<file path="src/rtl/tmr_pkg.sv">
package tmr_pkg;
  localparam int unsigned SEL_W = 2;

  typedef enum logic [SEL_W-1:0] {
    SEL_CTRL  = 2'd0,
    SEL_COUNT = 2'd1,
    SEL_LIMIT = 2'd2,
    SEL_NONE  = 2'd3
  } reg_sel_e;

  localparam int unsigned CTRL_IE_BIT   = 0;
  localparam int unsigned CTRL_RUN_BIT  = 1;
  localparam int unsigned CTRL_PEND_BIT = 3;
endpackage

</file>
<file path="src/rtl/tmr_rst_sync.sv">
module tmr_rst_sync #(
  parameter int unsigned STAGES = 2
) (
  input  logic clk,
  input  logic rst_n,
  output logic rst_sync_n
);
  logic [STAGES-1:0] sync_q;

  always_ff @(posedge clk or negedge rst_n) begin
    if (!rst_n) sync_q <= '0;
    else        sync_q <= {sync_q[STAGES-2:0], 1'b1};
  end

  assign rst_sync_n = sync_q[STAGES-1];
endmodule

</file>
<file path="src/rtl/tmr_counter.sv">
module tmr_counter #(
  parameter int unsigned WIDTH = 32
) (
  input  logic             clk,
  input  logic             rst_n,
  input  logic             run,
  input  logic             cnt_wr,
  input  logic             lim_wr,
  input  logic [WIDTH-1:0] wr_val,
  output logic [WIDTH-1:0] count,
  output logic [WIDTH-1:0] limit,
  output logic             hit_evt
);
  logic [WIDTH-1:0] count_d, limit_d;
  logic             at_limit;
  logic             count_en;

  assign at_limit = (count == limit);
  assign hit_evt  = run & at_limit & ~cnt_wr;
  assign count_en = cnt_wr | run;

  always_comb begin
    count_d = count;
    if (cnt_wr)        count_d = wr_val;
    else if (at_limit) count_d = '0;
    else               count_d = count + 1'b1;
  end

  always_comb begin
    limit_d = limit;
    if (lim_wr) limit_d = wr_val;
  end

  always_ff @(posedge clk or negedge rst_n) begin
    if (!rst_n)        count <= '0;
    else if (count_en) count <= count_d;
  end

  always_ff @(posedge clk or negedge rst_n) begin
    if (!rst_n) limit <= '1;
    else        limit <= limit_d;
  end

  AST_HALT_HOLDS: assert property (@(posedge clk) disable iff (!rst_n)
    (!run && !cnt_wr) |=> $stable(count));

  AST_WRAP_ZERO: assert property (@(posedge clk) disable iff (!rst_n)
    (run && !cnt_wr && count == limit) |=> (count == '0));

  AST_LOAD_WINS: assert property (@(posedge clk) disable iff (!rst_n)
    cnt_wr |=> (count == $past(wr_val)));
endmodule

</file>
<file path="src/rtl/tmr_ctrl.sv">
module tmr_ctrl (
  input  logic clk,
  input  logic rst_n,
  input  logic ctrl_wr,
  input  logic wr_ie,
  input  logic wr_run,
  input  logic hit_evt,
  output logic ie,
  output logic run,
  output logic pend
);
  logic ie_d, run_d, pend_d;

  always_comb begin
    ie_d   = ctrl_wr ? wr_ie  : ie;
    run_d  = ctrl_wr ? wr_run : run;
    pend_d = pend;
    if (ctrl_wr) pend_d = 1'b0;
    if (hit_evt) pend_d = 1'b1;
  end

  always_ff @(posedge clk or negedge rst_n) begin
    if (!rst_n) begin
      ie   <= 1'b0;
      run  <= 1'b0;
      pend <= 1'b0;
    end else begin
      ie   <= ie_d;
      run  <= run_d;
      pend <= pend_d;
    end
  end

  AST_PEND_ON_HIT: assert property (@(posedge clk) disable iff (!rst_n)
    hit_evt |=> pend);

  AST_PEND_STICKY: assert property (@(posedge clk) disable iff (!rst_n)
    (pend && !ctrl_wr) |=> pend);

  AST_ACK_CLEARS: assert property (@(posedge clk) disable iff (!rst_n)
    (ctrl_wr && !hit_evt) |=> !pend);
endmodule

</file>
<file path="src/rtl/tmr_count_limit.sv">
module tmr_count_limit
  import tmr_pkg::*;
#(
  parameter int unsigned WIDTH       = 32,
  parameter int unsigned SYNC_STAGES = 2
) (
  input  logic             clk,
  input  logic             rst_n,
  input  logic             wr_en,
  input  logic [1:0]       wr_sel,
  input  logic [WIDTH-1:0] wr_data,
  input  logic [1:0]       rd_sel,
  output logic [WIDTH-1:0] rd_data,
  output logic             irq
);
  logic             rst_sync_n;
  logic             ctrl_wr, cnt_wr, lim_wr;
  logic             ie, run, pend, hit_evt;
  logic [WIDTH-1:0] count, limit, ctrl_view;

  tmr_rst_sync #(.STAGES(SYNC_STAGES)) u_rst (
    .clk(clk), .rst_n(rst_n), .rst_sync_n(rst_sync_n)
  );

  assign ctrl_wr = wr_en && (wr_sel == SEL_CTRL);
  assign cnt_wr  = wr_en && (wr_sel == SEL_COUNT);
  assign lim_wr  = wr_en && (wr_sel == SEL_LIMIT);

  tmr_counter #(.WIDTH(WIDTH)) u_cnt (
    .clk(clk), .rst_n(rst_sync_n), .run(run), .cnt_wr(cnt_wr),
    .lim_wr(lim_wr), .wr_val(wr_data), .count(count), .limit(limit),
    .hit_evt(hit_evt)
  );

  tmr_ctrl u_ctrl (
    .clk(clk), .rst_n(rst_sync_n), .ctrl_wr(ctrl_wr),
    .wr_ie(wr_data[CTRL_IE_BIT]), .wr_run(wr_data[CTRL_RUN_BIT]),
    .hit_evt(hit_evt), .ie(ie), .run(run), .pend(pend)
  );

  always_comb begin
    ctrl_view                = '0;
    ctrl_view[CTRL_IE_BIT]   = ie;
    ctrl_view[CTRL_RUN_BIT]  = run;
    ctrl_view[CTRL_PEND_BIT] = pend;
  end

  always_comb begin
    case (rd_sel)
      SEL_CTRL:  rd_data = ctrl_view;
      SEL_COUNT: rd_data = count;
      SEL_LIMIT: rd_data = limit;
      default:   rd_data = '0;
    endcase
  end

  assign irq = pend & ie;

  AST_IRQ_HELD: assert property (@(posedge clk) disable iff (!rst_sync_n)
    (irq && !ctrl_wr) |=> irq);

  AST_NONE_SEL_INERT: assert property (@(posedge clk) disable iff (!rst_sync_n)
    (wr_en && wr_sel == SEL_NONE) |=> ($stable(limit) && $stable(ie)));
endmodule

</file>
<file path="config.mk">
export PLATFORM = sky130hd
export DESIGN_NAME = tmr_count_limit
export DESIGN_NICKNAME = d
export VERILOG_FILES = /design/src/rtl/tmr_pkg.sv /design/src/rtl/tmr_rst_sync.sv /design/src/rtl/tmr_counter.sv /design/src/rtl/tmr_ctrl.sv /design/src/rtl/tmr_count_limit.sv
export SDC_FILE = /design/constraint.sdc
export NUM_CORES = 1
export LEC_CHECK = 0
export ABC_AREA = 1
export CAP_MARGIN = 20
export CORE_ASPECT_RATIO = 1.25
export CORE_MARGIN = 2
export CORE_UTILIZATION = 50
export DETAILED_ROUTE_END_ITERATION = 6
export DONT_BUFFER_PORTS = 1
export PLACE_DENSITY_LB_ADDON = 0.25
export REMOVE_ABC_BUFFERS = 1
export SLEW_MARGIN = 20
export SYNTH_ARGS = -nofsm -noshare
export SYNTH_HDL_FRONTEND = slang
export SYNTH_SLANG_ARGS = --single-unit
export TNS_END_PERCENT = 100
</file>
<file path="constraint.sdc">
create_clock -name clk -period 2.3 [get_ports clk]
set_input_delay 0.23 -clock clk [delete_from_list [all_inputs] [get_ports clk]]
set_output_delay 0.23 -clock clk [all_outputs]
set_load 0.02 [all_outputs]
</file>
* After elaboration in Yosys (flattened, before gate mapping)
Index checks and enable logic that the tools add are counted.
** Operators by class
- Add/subtract/negate cells :: 1
- Equality and inequality tests :: 5
- Muxes and demuxes :: 5
- Bitwise logic cells :: 5
- Reductions and logical operators :: 6
** Operators by type and width (count)
- $pmux 32 s3 :: 1
- $mux 32 :: 2
- $add 32x1->32 const B :: 1
- $eq 32x32->1 :: 1
- $eq 2x1->1 const B :: 2
- $eq 2x2->1 const B :: 2
- $logic_not 2->1 :: 2
- $and 1x1->1 :: 3
- $logic_and 1x1->1 :: 3
- $mux 1 :: 2
- $reduce_bool 2->1 :: 1
- $not 1->1 :: 1
- $or 1x1->1 :: 1
** Storage, ports and cells
- Flip-flop bits (word level) :: 69
- Bits of input ports :: 39
- Logic and storage cells :: 28

* Depth between registers and ports, before layout
- Depth in word-level cells :: 5
- Depth in mapped cells :: 11
- Gate-level depth less buffers :: 10

* By module
From an unflattened synthesis, not the netlist that was laid out.
** Unflattened totals
- Cells, all modules :: 592
- Area, all modules :: 4625.7 sq um
** By module, submodules not included
- tmr_counter :: times used 1, cells an instance 459, area each 3973.8 sq um, sequential area each 1641.6 sq um
- tmr_count_limit :: times used 1, cells an instance 117, area each 485.5 sq um, sequential area each 0.0 sq um
- tmr_ctrl :: times used 1, cells an instance 13, area each 112.6 sq um, sequential area each 75.1 sq um
- tmr_rst_sync :: times used 1, cells an instance 3, area each 53.8 sq um, sequential area each 50.0 sq um

* Least setup slack after synthesis
OpenSTA, ideal clock, no wires.
- Path kind :: input to output
- Start :: in rd_sel[0]
- End :: out rd_data[7]
- Arrival time :: 1.424 ns
- Slack :: 0.646 ns
- Cell stages on the path :: 4
- Path buffers :: 1
- Cell sequence :: clkinv_1 -> or2_2 -> clkbuf_1 -> o21ai_0
** On the way
- Cells in the longest elaborated chain, start to end :: 2
- Elaborated cells on any way between the ends :: 4
- Those cells by class :: eq/ne: 2; mux: 1; reduce/logical: 1
** Ends and longest elaborated chain
- from (decl) :: line tmr_count_limit.sv:12 : input logic [1:0] rd_sel,
- $eq 2x2->1, or another cell as far along :: line tmr_count_limit.sv:49 : case (rd_sel)
- $pmux 32 s3 * :: line tmr_count_limit.sv:49
- to (decl) :: line tmr_count_limit.sv:13 : output logic [WIDTH-1:0] rd_data,
Every way passes the cells marked *; elsewhere a longest branch is shown, timed or not.

* Worst setup path in the final report
- Start :: reg u_cnt.count[1]
- End :: reg u_cnt.count[20]
** On the way
- Cells in the longest elaborated chain, start to end :: 3
- Elaborated cells on any way between the ends :: 4
- Those cells by class :: add/sub: 1; eq/ne: 1; mux: 2
** Ends and longest elaborated chain
- from (decl) :: line tmr_counter.sv:10 : output logic [WIDTH-1:0] count,
- from (signal assigned) :: line tmr_counter.sv:36 : else if (count_en) count <= count_d;
- $add 32x1->32 / $eq 32x32->1 (equally long branches) :: line tmr_counter.sv:26, tmr_counter.sv:18
- $mux 32 * :: line tmr_counter.sv:25 : else if (at_limit) count_d = '0;
- $mux 32 * :: line tmr_counter.sv:24 : if (cnt_wr) count_d = wr_val;
Marks and branches as above.
A chain may end at the register's enable or synchronous reset.

==> results.tsv <==
stage	metric	value	unit
cts	clock buffer depth	2	
yosys	mapped cell area	0.00455	mm²
cts	CTS tree	yes	
yosys	sequential-to-total area share from yosys stat	38.8	%
route	drt total wl	13.1	mm
yosys	synth cell count leaders	152 x nand2_1, 91 x inv_1, 57 x o21ai_0	
power_and_ir_drop	PwrDens	910	mW/mm²
placement	detailed placement HPWL	9.33	mm
yosys	Avg Synthesized Cell Area	7.26	µm²
global_routing	largest net degree at the start of global routing	34	
yosys	asr flop ratio synth	100	%
route	DR vias/cell	5.51	
cts	CTS clk-pin slew, worst paths	0.07	ns
worst_setup_path	R2R depth	8	
yosys	Synth Area in Adders	0.275	%
yosys	count leader, synth	nand2_1	
route	Via Count	4285	
timing	Setup Viol. Count Final	0	
yosys	Post-synth EDFFs	0	
power_and_ir_drop	IR Drop Worst-Case VDD	500	µV
worst_setup_path	buffers and inverters on the worst path	0	
timing	Slew HR	56.9	%
timing	fmax	0.535	GHz
worst_setup_path	Top delay family on crit path	simple AND/OR/NAND/NOR gates	
worst_setup_path	Arr. time, crit path	2.11	ns
global_routing	antenna violations before repair	0	
yosys	synth warn	0	
cts	Root Driver	clkbuf_8	
worst_setup_path	reg2reg setup slack	0.43	ns
hold_path	Tightest Hold Check Type	primary input to register	
route	DR WL/cell	16.8	µm
yosys	mux contribution to synthesized area	0	%
cells_and_area	post-route cell area	0.00509	mm²
global_routing	gr ovfl total	0	
global_routing	vias in the first global route	4293	
yosys	Simple-Gate Fraction of Synth Area	25.6	%
floorplanning	Initial Utilization	52.1	%
worst_setup_path	CP max FO	5	
yosys	largest family of logic cells by synthesized area	simple AND/OR/NAND/NOR gates	
placement	placed cell areas	0.00490	mm²
yosys	distinct cell type count after synthesis	31	
yosys	XOR/XNOR Fraction of Synth Area	9.04	%
worst_setup_path	Critical Path Sink Type	register	
cells_and_area	Util after Layout	58.2	%
yosys	compound-gate portion of the synthesized area	16.0	%
yosys	synth top area cells	dfrtp_1 20%, dfstp_2 18%, nand2_1 13%, inv_1 7.5%, o21ai_0 6.3%	
route	DRT iter0 DRCs	277	
yosys	Yosys top cell by area	dfrtp_1	
worst_setup_path	CP required	2.54	ns
yosys	Yosys reg bits	69	
timing	final hold vios	0	
floorplanning	Core Area	0.00875	mm²
job	max_cap viols	0	
power_and_ir_drop	total chip power	4630	µW
hold_path	origin of the worst min-delay path	wr_data[1]	
worst_setup_path	reg2reg end	u_cnt.count[20]$_DFFE_PN0P_	
placement	Port-buffer cells	0	
yosys	share of Yosys cell area claimed by the top area cell type	20.3	%
cells_and_area	share of cells above drive strength 1	15.7	%
worst_setup_path	CP startpoint kind	register	
cells_and_area	# diodes	0	
floorplanning	std cell rows	38	
floorplanning	Die X	89.4	µm
timing	Clock Skews	0.00662	ns
placement	GPL Wtd Cong	0.926	
cts	CTS Sinks	69	
floorplanning	io pins	72	
route	Pre-Repair DR Iteration Count	5	
timing	final count of pins violating max slew	0	
hold_path	depth of the worst hold-timing path	2	
global_routing	first-pass GRT wire length	21.2	mm
cells_and_area	Synth-to-Final Area Change	11.8	%
worst_setup_path	Slowest-stage cell, CP	dfrtp_1	
timing	Least-Margin Pin Slew	0.647	ns
worst_setup_path	worst r2r src	u_cnt.count[1]$_DFFE_PN0P_	
outcome	status	completed	
yosys	Top FF cell, synth	dfrtp_1	
timing	final worst-path cycle share	81.2	%
yosys	Gate Count Post-Synth	627	
route	Final ANT Viol Nets	0	
floorplanning	Die Height	111	µm
timing	RSZ-0062 raised after global routing	false	
cts	later-pin clock latency in the skew report	0.35	ns
cells_and_area	# nets final	693	
worst_setup_path	kind of critical path	register to register	
cts	CTS Buf Count	9	
worst_setup_path	cells along the critical path	ha_1 > nand2_1 > nor2_4 > nand2_2 > nor2_1 > nand4_1 > nand4_1 > nand2_1	
route	DRC errors left	0	
worst_setup_path	CP peak stage delay	0.42	ns
floorplanning	die area	0.00989	mm²
timing	minimum clock period	1.87	ns
timing	Post-Route Setup TNS	0	ns
hold_path	Worst Hold End	u_ctrl.run$_DFFE_PN0P_	
power_and_ir_drop	Leak	0.00228	µW
cts	htree depth	3	
global_routing	Tot GR Track Use	28.0	%
power breakdown:
part / internal (µW) / leakage, µW / switching, µW
sequential: 1580 / 0.000803 / 403
clock: 481 / 0.0000937 / 468
combinational: 713 / 0.00138 / 986
stage by stage:
stage,setup WS (ns),hold WS [ns],cells
detailed placement,0.426,-0.0655,761
finish,0.432,0.00817,778
floorplan,0.292,-0.0656,602
global route,0.241,0.00745,778
global placement,0.463,-0.0655,761
CTS,0.416,0.00122,778
logic make-up after synthesis:
kind of cell	Yosys count
buf+inv	118
other cells	1
fa+ha+maj	1
simple gates	268
compound gates	123
flops	69
xor+xnor	47
area by class of cell:
class	instances	area [µm²]
inverters	93	349
fillers	874	3660
flip-flops and latches	69	1770
multi-input cells	440	2330
well taps	120	150
clock buffers	15	176
clock inverters	1	5.00
repair buffers	40	315
worst max-delay path by stage:
| stage | start | slack [ns] | cells after the start | endpoint |
|---|---|---|---|---|
| 2_1_floorplan | u_rst.sync_q[1]$_DFF_PN0_ | 0.29 | 0 | u_cnt.count[0]$_DFFE_PN0P_ |
| 6_report | u_cnt.count[1]$_DFFE_PN0P_ | 0.43 | 8 | u_cnt.count[20]$_DFFE_PN0P_ |
| 3_3_place_gp | u_cnt.count[1]$_DFFE_PN0P_ | 0.46 | 8 | u_cnt.count[20]$_DFFE_PN0P_ |
| 5_1_grt | u_cnt.count[0]$_DFFE_PN0P_ | 0.24 | 8 | u_cnt.count[22]$_DFFE_PN0P_ |
| 3_5_place_dp | u_cnt.count[20]$_DFFE_PN0P_ | 0.43 | 10 | u_cnt.count[23]$_DFFE_PN0P_ |
| 4_1_cts | u_cnt.count[20]$_DFFE_PN0P_ | 0.42 | 10 | u_cnt.count[23]$_DFFE_PN0P_ |
per-layer routing:
metal | routed length [µm] | vias up | GRT usage (%)
li1 | - | 2069 | -
met3 | 470 | 28 | 3.20
met2 | 6630 | 134 | 46.8
met5 | 0 | - | 0
met4 | 464 | 0 | 13.4
met1 | 5500 | 2054 | 35.1
timing repair:
action | in CTS | in global routing
setup buffers | 0 | 0
resized for setup | 0 | 0
hold endpoints to repair | 2 | 0
hold buffers | 1 | 0
sequential cells by signal, summed over array words and instances, names as in the netlist:
| signal | cells |
|---|---|
| u_ctrl.pend | 1 |
| u_ctrl.run | 1 |
| u_cnt.limit | 32 |
| u_rst.sync_q | 2 |
| u_ctrl.ie | 1 |
| u_cnt.count | 32 |
cells in the final DEF (no fill, tap or decap), types with 2 or more instances in the layout:
cell type,n
nor3_1,3
nand2_4,2
xor2_1,20
o211ai_1,3
nor2_4,2
clkbuf_8,12
inv_1,91
nor2_1,48
o22ai_1,38
nor3_2,2
nand4_1,10
xnor2_1,27
buf_4,38
o21ai_0,57
nor2_2,5
dfstp_2,32
o21bai_1,24
nand2_2,3
dfrtp_1,36
nand2_1,152
clkbuf_1,3
nand3_1,36
(Power assumes the default switching activity.)
